<file path="src/rtl/pwrseq_pkg.sv">
package pwrseq_pkg;
  typedef enum logic [3:0] {
    ST_ON, ST_WAIT_IDLE, ST_CLAMP, ST_CUT, ST_OFF,
    ST_RESET, ST_RAMP, ST_HOLD, ST_UNCLAMP, ST_FAULT
  } seq_state_t;

  typedef enum logic [1:0] {
    PS_OFF  = 2'd0,
    PS_DOWN = 2'd1,
    PS_UP   = 2'd2,
    PS_ON   = 2'd3
  } pwr_status_t;
endpackage

</file>
<file path="src/rtl/pwrseq_cnt.sv">
// Cycle counter: runs while 'run' is high, clears otherwise; 'last' marks LIMIT-th cycle.
module pwrseq_cnt #(
  parameter int unsigned LIMIT = 16
) (
  input  logic clk,
  input  logic rst_n,
  input  logic run,
  output logic last
);
  localparam int unsigned W = (LIMIT > 1) ? $clog2(LIMIT) : 1;

  logic [W-1:0] cnt_q;

  always_ff @(posedge clk or negedge rst_n) begin
    if (!rst_n)                 cnt_q <= '0;
    else if (!run)              cnt_q <= '0;
    else if (!last)             cnt_q <= cnt_q + 1'b1;
  end

  assign last = (cnt_q == W'(LIMIT - 1));
endmodule

</file>
<file path="src/rtl/pwrseq_out.sv">
// Output decode from sequencer state.
module pwrseq_out
  import pwrseq_pkg::*;
(
  input  seq_state_t state,
  input  logic       simd_on,
  output logic       core_iso_n,
  output logic       simd_iso_n,
  output logic       core_pwr_en,
  output logic       simd_pwr_en,
  output logic       core_por_n,
  output logic [1:0] status,
  output logic       err
);
  logic clamps_open, powered, released;

  always_comb begin
    clamps_open = 1'b0;
    powered     = 1'b0;
    released    = 1'b0;
    status      = PS_OFF;
    unique case (state)
      ST_ON, ST_WAIT_IDLE: begin
        clamps_open = 1'b1; powered = 1'b1; released = 1'b1;
        status = (state == ST_ON) ? PS_ON : PS_DOWN;
      end
      ST_CLAMP:   begin powered = 1'b1; released = 1'b1; status = PS_DOWN; end
      ST_CUT:     begin released = 1'b1; status = PS_DOWN; end
      ST_OFF:     begin released = 1'b1; status = PS_OFF; end
      ST_RESET:   status = PS_UP;
      ST_RAMP,
      ST_HOLD:    begin powered = 1'b1; status = PS_UP; end
      ST_UNCLAMP: begin clamps_open = 1'b1; powered = 1'b1; status = PS_UP; end
      default:    status = PS_OFF;
    endcase
  end

  assign core_iso_n  = clamps_open;
  assign simd_iso_n  = clamps_open & simd_on;
  assign core_pwr_en = powered;
  assign simd_pwr_en = powered & simd_on;
  assign core_por_n  = released;
  assign err         = (state == ST_FAULT);
endmodule

</file>
<file path="src/rtl/pwr_seq_ctrl.sv">
module pwr_seq_ctrl
  import pwrseq_pkg::*;
#(
  parameter int unsigned TIMEOUT_CYC = 1024,
  parameter int unsigned HOLD_CYC    = 16
) (
  input  logic       clk,
  input  logic       rst_n,
  input  logic       dn_req,
  input  logic       up_req,
  input  logic       up_core_only,
  input  logic       core_standby,
  input  logic       core_pwr_ok,
  input  logic       simd_pwr_ok,
  output logic       core_iso_n,
  output logic       simd_iso_n,
  output logic       core_pwr_en,
  output logic       simd_pwr_en,
  output logic       core_por_n,
  output logic [1:0] status,
  output logic       err
);
  seq_state_t state_q, state_d;
  logic       simd_on_q;
  logic       wait_run, hold_run, wait_last, hold_last;
  logic       down_ack, up_ack;

  assign wait_run = (state_q == ST_CUT) || (state_q == ST_RAMP);
  assign hold_run = (state_q == ST_HOLD);
  assign down_ack = !core_pwr_ok && !simd_pwr_ok;
  assign up_ack   = core_pwr_ok && (simd_pwr_ok || !simd_on_q);

  pwrseq_cnt #(.LIMIT(TIMEOUT_CYC)) u_wait_cnt (
    .clk(clk), .rst_n(rst_n), .run(wait_run), .last(wait_last)
  );

  pwrseq_cnt #(.LIMIT(HOLD_CYC)) u_hold_cnt (
    .clk(clk), .rst_n(rst_n), .run(hold_run), .last(hold_last)
  );

  always_comb begin
    state_d = state_q;
    unique case (state_q)
      ST_ON:        if (dn_req)       state_d = ST_WAIT_IDLE;
      ST_WAIT_IDLE: if (core_standby) state_d = ST_CLAMP;
      ST_CLAMP:                       state_d = ST_CUT;
      ST_CUT: begin
        if (down_ack)       state_d = ST_OFF;
        else if (wait_last) state_d = ST_FAULT;
      end
      ST_OFF:       if (up_req)       state_d = ST_RESET;
      ST_RESET:                       state_d = ST_RAMP;
      ST_RAMP: begin
        if (up_ack)         state_d = ST_HOLD;
        else if (wait_last) state_d = ST_FAULT;
      end
      ST_HOLD:      if (hold_last)    state_d = ST_UNCLAMP;
      ST_UNCLAMP:                     state_d = ST_ON;
      default:                        state_d = ST_FAULT;
    endcase
  end

  always_ff @(posedge clk or negedge rst_n) begin
    if (!rst_n) begin
      state_q   <= ST_ON;
      simd_on_q <= 1'b1;
    end else begin
      state_q <= state_d;
      if (state_q == ST_OFF && up_req) simd_on_q <= !up_core_only;
    end
  end

  pwrseq_out u_out (
    .state(state_q), .simd_on(simd_on_q),
    .core_iso_n(core_iso_n), .simd_iso_n(simd_iso_n),
    .core_pwr_en(core_pwr_en), .simd_pwr_en(simd_pwr_en),
    .core_por_n(core_por_n), .status(status), .err(err)
  );
endmodule

</file>
<file path="config.mk">
export PLATFORM = sky130hd
export DESIGN_NAME = pwr_seq_ctrl
export DESIGN_NICKNAME = d
export VERILOG_FILES = /design/src/rtl/pwrseq_pkg.sv /design/src/rtl/pwrseq_cnt.sv /design/src/rtl/pwrseq_out.sv /design/src/rtl/pwr_seq_ctrl.sv
export SDC_FILE = /design/constraint.sdc
export NUM_CORES = 1
export LEC_CHECK = 0
export BUFFER_PORTS_ARGS = -buffer_cell sky130_fd_sc_hd__buf_2
export CAP_MARGIN = 15
export CORE_ASPECT_RATIO = 0.9
export CORE_MARGIN = 10
export CORE_UTILIZATION = 30
export DETAILED_ROUTE_END_ITERATION = 10
export MAX_ROUTING_LAYER = met4
export PLACE_DENSITY_LB_ADDON = 0.08
export SLEW_MARGIN = 10
export SYNTH_ARGS = -nofsm -noshare
export SYNTH_HDL_FRONTEND = slang
export SYNTH_HIERARCHICAL = 1
export SYNTH_SLANG_ARGS = --single-unit
</file>
<file path="constraint.sdc">
create_clock -name clk -period 2.6 [get_ports clk]
set_clock_uncertainty 0.15 [all_clocks]
set_input_delay 0.52 -clock clk [delete_from_list [all_inputs] [get_ports clk]]
set_output_delay 0.52 -clock clk [all_outputs]
set_load 0.03 [all_outputs]
</file>
**Word level (Yosys, flattened, before mapping)**

Cells that the tools add are included.

- Register bits: 19
- Latch bits: 0
- Memory bits (writable): 0
- Bits in read-only memories: 0
- Output and inout port bits: 8
- Logic and storage cells: 59
- Memories kept: 0

- Add/sub/neg operators: 2
- Multipliers: 0
- Div/mod/pow operators: 0
- Order comparisons: 0
- Eq/ne operators: 17
- Shift operators: 0
- Mux-type cells: 17
- Bitwise gates (word level): 2
- Reduce and logical (&&, ||, !) cells: 17

Operators with widths:

| kind | count |
|---|---|
| 4-bit two-way mux | 9 |
| 4-bit case mux with 9 select lines | 1 |
| 10-bit two-way mux | 2 |
| 4-bit by 3-bit equality test with 1-bit output (second input constant) | 4 |
| 4-bit equality test (second input constant) | 3 |
| 2-bit inequality test (second input constant) | 6 |
| 10-bit by 1-bit adder with 10-bit output (second input constant) | 1 |
| 10-bit equality test (second input constant) | 1 |
| 4-bit by 2-bit equality test with 1-bit output (second input constant) | 2 |
| 2-bit case mux with 3 select lines | 1 |
| 6-bit OR reduction | 1 |
| 5-bit OR reduction | 1 |
| 4-bit by 1-bit adder with 4-bit output (second input constant) | 1 |
| 4-bit by 1-bit equality test with 1-bit output (second input constant) | 1 |
| 1-bit zero test | 4 |
| 4-bit zero test | 1 |
| 4-bit AND reduction | 1 |
| 2-bit OR reduction | 2 |
| 4-bit OR reduction | 1 |
| 1-bit logical AND | 3 |
| 1-bit two-way mux | 3 |
| 3-bit OR reduction | 1 |
| 1-bit AND | 2 |
| 1-bit logical OR | 2 |
| 2-bit two-way mux | 1 |

**Depth between registers and ports, before layout**

- Depth in word-level cells: 5
- Depth in mapped cells: 8
- Mapped depth without buffers: 7

**Cells and area by module**

The synthesis kept the hierarchy.

Modules (own cells, without submodules):

| module | times used | cells each | area each (µm²) |
|---|---|---|---|
| pwrseq_cnt (u_wait_cnt) | 1 | 55 | 554.3 |
| pwr_seq_ctrl | 1 | 54 | 440.4 |
| pwrseq_cnt (u_hold_cnt) | 1 | 20 | 212.7 |
| pwrseq_out | 1 | 15 | 103.8 |

**Worst setup path after synthesis**

Ideal clock, no wire load.

- Kind: flip-flop to output port
- From: reg state_q[0]
- To: out simd_iso_n
- Data arrival time: 1.709 ns
- Data required time: 1.930 ns
- Path slack: 0.221 ns
- Stages on the path, launching flop included: 3
- Buffers on the path: 0
- Cells stage by stage: dfrtp_1 a211oi_1 and2_1

- Cells in the longest elaborated chain, start to end: 4

RTL lines:

| item | RTL line | source |
|---|---|---|
| start, declared | pwr_seq_ctrl.sv:23 | `seq_state_t state_q, state_d;` |
| start signal, assigned | pwr_seq_ctrl.sv:68 | `state_q <= state_d;` |
| 4-bit by 1-bit equality test with 1-bit output, or another cell as far along | pwrseq_out.sv:22 | `unique case (state)` |
| 3-bit OR reduction (no source line) * | -- |  |
| 1-bit two-way mux * | pwrseq_out.sv:22 |  |
| via core_iso_n | pwr_seq_ctrl.sv:15 | `output logic core_iso_n,` |
| 1-bit AND * | pwrseq_out.sv:39 | `assign simd_iso_n = clamps_open & simd_on;` |
| end, declared | pwr_seq_ctrl.sv:16 | `output logic simd_iso_n,` |

The timed path passes the listed nets; every way through them passes the cells marked *.

**Final worst setup path**

- From: reg state_q[3]
- To: out simd_iso_n

- Cells in the longest elaborated chain, start to end: 4

RTL lines:

| item | RTL line |
|---|---|
| 4-bit by 1-bit equality test with 1-bit output, or another cell as far along | pwrseq_out.sv:22 |
| 3-bit OR reduction (no source line) * | -- |
| 1-bit two-way mux * | pwrseq_out.sv:22 |
| 1-bit AND * | pwrseq_out.sv:39 |

Every way passes the cells marked *; elsewhere a longest branch is shown, timed or not.

==> results <==
- The maximum count of clock buffers along a single path is 2.
- The via-per-instance ratio is 5.261.
- The number of hold violations in the final report is 0.
- In this run the number of H-tree levels came out at 1.
- The post-cts repair resize count is 0.
- The initial antenna violation count is 0.
- The maximum number of pins on one net before global-route repair is 20.
- By startpoint and endpoint, the worst setup path is classified as reg2out.
- The switching part of the total is 45.10%.
- The worst setup path is captured at a primary output.
- The sequential-to-total area share from yosys stat is 36.35%.
- The number of enable-type register cells in the synthesized netlist is 0.
- Buffers added to address setup during post-CTS repair amount to 0.
- Fill cells in the final layout number 430.
- Buffers inserted to repair hold after CTS numbered 0.
- By area the synthesized netlist is led by sky130_fd_sc_hd__dfrtp_1, sky130_fd_sc_hd__nand2_1, sky130_fd_sc_hd__mux2i_1.
- The clock tree from TritonCTS is built.
- Row generation in the floorplan step produced 22 rows.
- The power share of the sequential group is 33.0%.
- For this run, the post-layout net count is 169.
- For this run, the top clock speed supported by timing is 463.8 MHz.
- The core area is 4156 um^2.
- The number of clock buffers added by TritonCTS is 3.
- The met2 track demand over resource in global routing is 13.62%.
- For this run, the number of Yosys warnings is 6.
- The number of nets produced by synthesis is 154.
- The synthesized design spends more area on one cell type than any other, namely sky130_fd_sc_hd__dfrtp_1.
- The average footprint of a synthesized cell is 9.106 um^2.
- Synthesis handed over a netlist of 144 instances.
- The final route contains 1147 vias.
- The number of antenna cells inserted is 0.
- Summed over all cells, the static leakage comes to 0.6289 nW.
- Setup repair after global routing left no endpoint under its margin.
- The routing usage on met1 is 12.20%.
- The run finished with clean final reports.
- Clock-pin slew was measured on the worst setup and hold paths at 0.08 ns.
- The floorplan step set the die height to 82.72 um.
- The number of nets with antenna violations after detailed routing is 0.
- The top-level port count is 16.
- For this run, the detailed router's first-pass iteration total came to 4.
- Across the run, the number of max-cap violations was 0.
- The synthesized design contains 19 register bits.
- The number of placed instances with taps included is 214.
- The clock insertion delay at the later pin of the skew report is 0.26 ns.
- The worst hold path belongs to the class in2async.
- Counting distinct cell types in the post-synthesis netlist gives 53.
- The final critical delay including setup and external delays is 2.156 ns.
- The floorplan die width is 89.69 um.
- For this block, the routed nets add up to 3.114 mm of wire.
- The power density normalized to cell area is 836.4 nW/um^2.
- Global routing used 9.089% of the available tracks.
- The kind of start point of the critical path is a flop.
- The count of input and output buffers is 15.
- For this run, asynchronously set or reset flops after synthesis account for 100.0%.
- The data required time at the worst endpoint is 1.93 ns.
- After detailed routing, the average wire length per cell comes to 14.28 um.
- The reg-to-reg setup timing slack is 0.65 ns.
- The clock network burns 17.3% of the power.
- The number of pins exceeding their max-slew limit in the final report is 0.
- Once the floorplan was initialized, standard cells occupied 31.55% of the core.
- The most used routing layer is met2.
- The final number of setup-violating endpoints is 0.
- Once detailed placement completed, the half-perimeter wirelength came to 2.272 mm.
- The clock tree root buffer cell is sky130_fd_sc_hd__clkbuf_8.
- For the pin with the worst max-slew slack, the measured transition is 0.4946 ns.
- Once routing completed, OpenROAD measured the worst setup slack at 0.4437 ns.
- The multi-input combinational cell area is 757.0 um^2.
- The number of violations reported at the end of detailed-routing iteration 0 is 80.
- The normalized max-slew margin is 67.03%.
- STA puts the critical path data arrival time at 1.49 ns.
- The floorplan step defined a die boundary enclosing 7419 um^2.
- The worst path uses 82.94% of the clock period.
- Internal power comes to 0.6756 mW.
- For this design the total switching power over the nets is 0.5551 mW.
- The peak supply drop is 0.3389 mV.
- Global routing used 2.055% of the available met3 tracks.
- Relative to the synthesized area, the layout overhead comes to 12.21%.
- In the final layout, the share of cells above drive strength 1 is 22.15%.
- The first global-routing pass estimated 5.264 mm of wire.
- Once layout is complete, the utilization of the core stands at 35.40%.
- In this run the worst path has a maximum fanout of 17.
- The area used by sequential logic in the layout is 476.7 um^2.
- The synthesized design devotes to its leading area cell type 34.35% of total area.
- The worst-case setup slack after placement is 0.6684 ns.
- The combined area of all synthesized cells is 1311 um^2.
- The smallest hold slack is 0.05507 ns.
- Setup total negative slack on the finished layout was measured at 0 ns.
- In this run, the combinational gates consume 49.7% of the power.
- Excluding fillers, the count of instances in the completed layout stands at 218.
- The clock sink count is 19.
- The placer's final routability congestion estimate is 0.7590.
- The residual overflow from global routing is 0.
- In the synthesized netlist the dominant register cell turns out to be sky130_fd_sc_hd__dfrtp_1.
- The number of global-route vias before repair is 1071.
- For this run, design rule violations remaining after detail routing come to 0.
worst max-delay path, stage by stage (launching register included):
cell and delay (ns):
sky130_fd_sc_hd__dfrtp_1 0.56, sky130_fd_sc_hd__a211oi_1 0.31, sky130_fd_sc_hd__and2_1 0.16, sky130_fd_sc_hd__buf_2 0.19
routing by layer:
| metal | up-vias | routed length, um |
|---|---|---|
| met1 | 563 | 1564 |
| met4 | 0 | 16 |
| li1 | 567 | - |
| met2 | 15 | 1451 |
| met5 | - | 0 |
| met3 | 2 | 81 |
cells in the final DEF (no fill, tap or decap), types with 2 or more instances in the layout:
master	count
sky130_fd_sc_hd__dfrtp_1	18
sky130_fd_sc_hd__buf_2	15
sky130_fd_sc_hd__nand2_1	14
sky130_fd_sc_hd__nor2_1	8
sky130_fd_sc_hd__nor3_1	7
sky130_fd_sc_hd__nand2b_1	6
sky130_fd_sc_hd__o21ai_0	6
sky130_fd_sc_hd__a31oi_1	6
sky130_fd_sc_hd__and3_1	6
sky130_fd_sc_hd__mux2i_1	5
sky130_fd_sc_hd__a21oi_1	4
sky130_fd_sc_hd__buf_4	4
sky130_fd_sc_hd__nand3_1	4
sky130_fd_sc_hd__nor2b_1	3
sky130_fd_sc_hd__o21a_1	3
sky130_fd_sc_hd__clkbuf_8	3
sky130_fd_sc_hd__inv_1	2
sky130_fd_sc_hd__a211oi_1	2
sky130_fd_sc_hd__o31a_1	2
sky130_fd_sc_hd__nor3b_1	2
sky130_fd_sc_hd__a31o_2	2
sky130_fd_sc_hd__ha_1	2
sky130_fd_sc_hd__and3b_1	2
sky130_fd_sc_hd__nand4_1	2
per-stage QoR:
step	instance area, um^2	total power, mW
finish	1471	1.231
global route	1471	1.325
CTS	1471	1.248
detailed placement	1425	1.027
global placement	1425	1.029
floorplan	1311	0.8591
cells in the mapped netlist (all sizes together) (2+ instances only):
master and count:
dfrtp 18, nand2 14, nor2 8, o21ai 8, and3 7, nor3 7
a31oi 6, buf 6, nand2b 6, mux2i 5, a21oi 4, nand3 4
a31o 3, and3b 3, clkbuf 3, inv 3, nor2b 3, o21a 3
o31a 3, a211oi 2, and2 2, ha 2, nand4 2, nor3b 2
nor4b 2
flip-flops by register name, indices dropped and copies added, names as in the netlist:
name and cells:
state_q 4, simd_on_q 1, u_hold_cnt/cnt_q 4, u_wait_cnt/cnt_q 10
layout make-up:
| cell class | count | area share [%] |
|---|---|---|
| multi-input combinational | 113 | 51.45 |
| sequential | 19 | 32.40 |
| timing repair buffer | 19 | 7.143 |
| tap | 60 | 5.102 |
| clock buffer | 3 | 2.806 |
| inverter | 3 | 0.7653 |
| clock inverter | 1 | 0.3401 |
cell families (layout without fill, tap and decap cells):
kind of cell               count (synthesis)  count (layout)  synth area share (%)
and+or+nand+nor                           64              64                 28.05
AOI/OAI and AO/OA                         41              41                 23.28
DFF                                       19              19                 36.36
buffers and inverters                     12              26                 5.916
muxes                                      5               5                 3.817
adders and majority gates                  2               2                 1.908
xor gates and xnor gates                   1               1                0.6681
final timing paths:
path | start | to | cells after the start
min in group clk | up_core_only | simd_on_q | 2
min | rst_n | u_hold_cnt/cnt_q[2] | 1
max | state_q[3] | simd_iso_n | 3
max in group asynchronous | rst_n | simd_on_q | 1
max reg2reg | u_hold_cnt/cnt_q[0] | state_q[3] | 6
min reg2reg | u_wait_cnt/cnt_q[4] | u_wait_cnt/cnt_q[4] | 1
power by group through the flow:
stage	combinational, mW	clock, mW	sequential (mW)
floorplan	0.473	0	0.386
global placement	0.619	0	0.410
detailed placement	0.616	0	0.411
CTS	0.619	0.223	0.405
global route	0.672	0.236	0.416
finish	0.611	0.213	0.406
No activity file was read; power rests on OpenSTA's default activity.
